File: src/rtl/wrb_pkg.sv
package wrb_pkg;
    localparam int DATA_W   = 8;
    localparam int WORD_W   = 2 * DATA_W;
    localparam int NUM_CMP  = 3;
    localparam int NUM_REGS = NUM_CMP + 2;
    localparam int ADDR_W   = 4;
    localparam int CNT_IDX  = 0;
    localparam int CAP_IDX  = NUM_CMP + 1;

    typedef logic [DATA_W-1:0] byte_t;
    typedef logic [WORD_W-1:0] word_t;

    typedef struct packed {
        word_t [NUM_REGS-1:0] regs;
        byte_t                stage;
    } bank_t;
endpackage

File: src/rtl/wrb_addr_decode.sv
module wrb_addr_decode
    import wrb_pkg::*;
(
    input  logic [ADDR_W-1:0]   addr,
    output logic [NUM_REGS-1:0] sel,
    output logic                hi_half,
    output logic                mapped
);
    localparam int IDX_W = ADDR_W - 1;

    for (genvar g = 0; g < NUM_REGS; g++) begin : g_sel
        assign sel[g] = (addr[ADDR_W-1:1] == IDX_W'(g));
    end

    assign hi_half = addr[0];
    assign mapped  = |sel;
endmodule

File: src/rtl/wrb_edge_detect.sv
module wrb_edge_detect (
    input  logic clk,
    input  logic rst_n,
    input  logic level,
    output logic rise
);
    logic prev_d, prev_q;

    always_comb begin
        prev_d = level;
    end

    always_ff @(posedge clk) begin
        if (!rst_n) prev_q <= 1'b0;
        else        prev_q <= prev_d;
    end

    assign rise = level & ~prev_q;
endmodule

File: src/rtl/wrb_read_mux.sv
module wrb_read_mux
    import wrb_pkg::*;
(
    input  logic                 rd_en,
    input  logic [NUM_REGS-1:0]  sel,
    input  logic                 hi_half,
    input  word_t [NUM_REGS-1:0] regs,
    input  byte_t                stage,
    output byte_t                rdata
);
    always_comb begin
        rdata = '0;
        for (int i = 0; i < NUM_REGS; i++) begin
            if (rd_en && sel[i]) begin
                if (!hi_half)
                    rdata = regs[i][DATA_W-1:0];
                else if (i >= 1 && i <= NUM_CMP)
                    rdata = regs[i][WORD_W-1:DATA_W];
                else
                    rdata = stage;
            end
        end
    end
endmodule

File: src/rtl/wide_reg_bridge.sv
module wide_reg_bridge
    import wrb_pkg::*;
(
    input  logic              clk,
    input  logic              rst_n,
    input  logic [ADDR_W-1:0] addr,
    input  logic [DATA_W-1:0] wdata,
    input  logic              wr_en,
    input  logic              rd_en,
    output logic [DATA_W-1:0] rdata,
    input  logic              cnt_en,
    input  logic              cap_trig
);
    bank_t               bank_d, bank_q;
    logic [NUM_REGS-1:0] sel;
    logic                hi_half;
    logic                mapped;
    logic                cap_rise;

    wrb_addr_decode u_decode (
        .addr    (addr),
        .sel     (sel),
        .hi_half (hi_half),
        .mapped  (mapped)
    );

    wrb_edge_detect u_cap_edge (
        .clk   (clk),
        .rst_n (rst_n),
        .level (cap_trig),
        .rise  (cap_rise)
    );

    wrb_read_mux u_rmux (
        .rd_en   (rd_en),
        .sel     (sel),
        .hi_half (hi_half),
        .regs    (bank_q.regs),
        .stage   (bank_q.stage),
        .rdata   (rdata)
    );

    // Later assignments override earlier ones: bus writes beat hardware events.
    always_comb begin
        bank_d = bank_q;
        if (cnt_en)
            bank_d.regs[CNT_IDX] = bank_q.regs[CNT_IDX] + WORD_W'(1);
        if (cap_rise)
            bank_d.regs[CAP_IDX] = bank_q.regs[CNT_IDX];
        if (rd_en && !hi_half) begin
            for (int i = 0; i < NUM_REGS; i++)
                if (sel[i]) bank_d.stage = bank_q.regs[i][WORD_W-1:DATA_W];
        end
        if (wr_en) begin
            if (hi_half) begin
                if (mapped) bank_d.stage = wdata;
            end else begin
                for (int i = 0; i < NUM_REGS; i++)
                    if (sel[i]) bank_d.regs[i] = {bank_q.stage, wdata};
            end
        end
    end

    always_ff @(posedge clk) begin
        if (!rst_n) bank_q <= '0;
        else        bank_q <= bank_d;
    end
endmodule

File: config.mk
export PLATFORM = sky130hd
export DESIGN_NAME = wide_reg_bridge
export DESIGN_NICKNAME = d
export VERILOG_FILES = /design/src/rtl/wrb_pkg.sv /design/src/rtl/wrb_addr_decode.sv /design/src/rtl/wrb_edge_detect.sv /design/src/rtl/wrb_read_mux.sv /design/src/rtl/wide_reg_bridge.sv
export SDC_FILE = /design/constraint.sdc
export NUM_CORES = 1
export LEC_CHECK = 0
export CORE_MARGIN = 2
export CORE_UTILIZATION = 43
export CTS_BUF_LIST = sky130_fd_sc_hd__clkbuf_8
export DETAILED_ROUTE_END_ITERATION = 10
export RECOVER_POWER = 100
export SETUP_SLACK_MARGIN = 0.15
export SYNTH_ARGS = -nofsm -noshare
export SYNTH_HDL_FRONTEND = slang
export SYNTH_SLANG_ARGS = --single-unit
File: constraint.sdc
create_clock -name clk -period 4.9 [get_ports clk]
set_input_delay 0.49 -clock clk [delete_from_list [all_inputs] [get_ports clk]]
set_output_delay 0.49 -clock clk [all_outputs]
set_load 0.03 [all_outputs]
==> metrics.txt <==
status=finished, final reports clean; final setup fails=0; RSZ-0062 raised after global routing=no; MaxCap Viol Count=0; routed len/inst=20.6 um; Global Route Usage Sum=0.254; Most common cell on crit path=dlygate4sd3_1; ys async rst share=0; initial antenna violation count=0; critical-path cell list=dlygate4sd3_1 > clkbuf_1 > buf_4 > mux2i_1 > o22ai_1 > dlygate4sd3_1; skew final=~0.011 ns; post-synthesis sequential area ratio=0.371; pwr dens=around 290 nW/um^2; Sink Count=89; crit share post-route=0.773; Critical Path RT=between 4 and 5 ns; Worst Hold Class=reg2reg; nets=roughly 560; leakage=between 1.5 and 2 nW; CP peak stage delay=0.93 ns; Synth Area per Inst=8.64 um^2; worst-margin pin slew=roughly 1.3 ns; drt total wl=roughly 14000 um; EDFF count, synth=0; core area=~11000 um^2; DRT iter0 DRCs=297; clock tree root driver cell=clkbuf_8; peak supply drop=approximately 0.17 mV; CP Class=in2out; fin crit period=roughly 3.8 ns; Post-CTS Setup Repair Bufs=0; Num CTS Buffers=9; CTS tree=done; Worst Setup End Kind=output pin; worst path arrival time=between 3 and 4 ns; fin cells=slightly below 700; commonest non-fill, non-tap cell in the layout=nand2_1; CP startpoint kind=input port; pre-CTS setup slack=about 1.5 ns; vias in the first global route=between 4000 and 5000; GPL Wtd Cong=about 0.86; Mapped Cells=roughly 560; CTS resizes=0; Avg Vias per Cell=approximately 6; I/O Pins=26; port bufs=25; # H-tree levels=3; first-pass GRT wire length=about 23000 um; Die Height=~110 um; Reg clk slew, reported paths=0.09 ns; area share of fa/ha/maj cells after synthesis=0.00260; Antenna diodes=0; worst skew pair latency=between 0.3 and 0.4 ns; Die X=110 um; internal reg-to-reg setup slack=~3 ns; most frequent cells in the layout=109 x nand2_1, 89 x dfxtp_1, 52 x a21oi_1; Hold Violations, Final=0; final setup TNS=0 ns; post-route setup slack=between 1 and 1.5 ns; Slew HR=0.152; largest family of logic cells by synthesized area=compound AO/OA/AOI/OAI gates; Cell variety after synth=49; final-report max-slew violation count=0; grt total ovfl=0; layout cell share with drive strength beyond 1=0.109; Synth Area in Compound Gates=0.189; initial core utilization=0.441; DP Area=about 5000 um^2; Warnings, synthesis=0; Synth Area in XOR/XNOR=0.0201; CTS Buffer Depth=2; Max Fclk=around 0.26 GHz; Finished Core Util=0.475; cts hold-fix bufs=0; Slowest cell on crit path=dlygate4sd3_1; Rows=38; Post-route DRC=0; mapped cell area=between 4000 and 5000 um^2; Layout area overhead=7.76%; post-route ant nets=0; full die area=between 10000 and 15000 um^2; Placed Cells incl. Taps=around 670; largest net degree at the start of global routing=43; final instance area=5180 um^2; predominant post-synthesis flop cell=dfxtp_1; Pre-antenna DRT Iters=5; DP Wirelength=a little over 9000 um; critical path fanouts, max=22; Synthesized Nets=about 580; mux cell area share after synthesis=0.164; FF+latch count, synth=between 80 and 90; simple-gate area share of the yosys netlist=0.184; vias=~4200
==> final timing paths <==
path | start | end | cells past startpoint
max | addr[1] | rdata[5] | 6
min | bank_q[63]$_SDFFE_PN0P_ | bank_q[63]$_SDFFE_PN0P_ | 2
max reg2reg | bank_q[13]$_SDFF_PN0_ | bank_q[21]$_SDFF_PN0_ | 4
min reg2reg | bank_q[63]$_SDFFE_PN0P_ | bank_q[63]$_SDFFE_PN0P_ | 2
==> synthesized netlist by cell type, drive strengths merged, types with 2 or more instances <==
cell type,number,area (um^2)
nor4,2,12.5
inv,6,22.5
nor4bb,8,80.1
bufbuf,2,65.1
nor2,28,105
mux2,9,101
o21ai,36,180
a21oi,52,260
nor3,3,15.0
clkbuf,38,164
xnor2,9,78.8
nor3b,2,20.0
dfxtp,89,1780
or3,3,18.8
buf,15,77.6
o22ai,7,43.8
a31oi,12,75.1
xor2,2,17.5
mux2i,32,320
nand3,7,35.0
nand4,4,31.3
nand2,109,409
a311oi,8,70.1
nand2b,3,18.8
mux4,16,364
o22a,8,70.1
a211oi,24,180
or3b,9,78.8
==> logic make-up after synthesis <==
family                   count (synthesis)
buffers and inverters                   62
multiplexers                            57
XOR/XNOR                                11
flip-flops                              89
AND/OR/NAND/NOR                        186
AO/OA/AOI/OAI                          150
adder cells (fa/ha/maj)                  1
==> critical path: cells and delay by family <==
family / cells / cell delay [ns]
multiplexers: 1 / 0.11
AO/OA/AOI/OAI: 1 / 0.18
buffers and inverters: 4 / 2.50
==> through the flow <==
stage	hold slack, ns	power (mW)
after floorplan	0.432	0.895
after global placement	0.440	0.938
after detailed placement	0.444	0.941
after CTS	0.456	1.49
after global routing	0.474	1.55
final	0.455	1.48
==> metal layers <==
metal / share of wire / global-route usage / vias to the layer above
met4: 0.026 / 0.108 / 0
met1: 0.43 / 0.347 / 2017
met3: 0.061 / 0.0326 / 29
met5: 0 / 0 / -
li1: - / - / 1978
met2: 0.49 / 0.406 / 160
==> final cells by class <==
class                           count  area [um^2]
Sequential cell                    89         1780
Tap cell                          140          175
Timing Repair Buffer               34          300
Clock buffer                        9          124
Inverter                            6         22.5
Clock inverter                      7         87.6
Multi-Input combinational cell    405         2690
Fill cell                        1061         5710
==> power breakdown <==
group | internal (mW) | switching, mW | total (mW)
Combinational | 0.0654 | 0.0942 | 0.160
Sequential | 0.740 | 0.0261 | 0.766
Clock | 0.283 | 0.275 | 0.558
Total | 1.09 | 0.395 | 1.48
==> flip-flops by register name, summed over array words and instances (netlist names) <==
signal / cells
u_cap_edge.prev_q: 1
bank_q: 88
No activity file was read; power rests on OpenSTA's default activity.
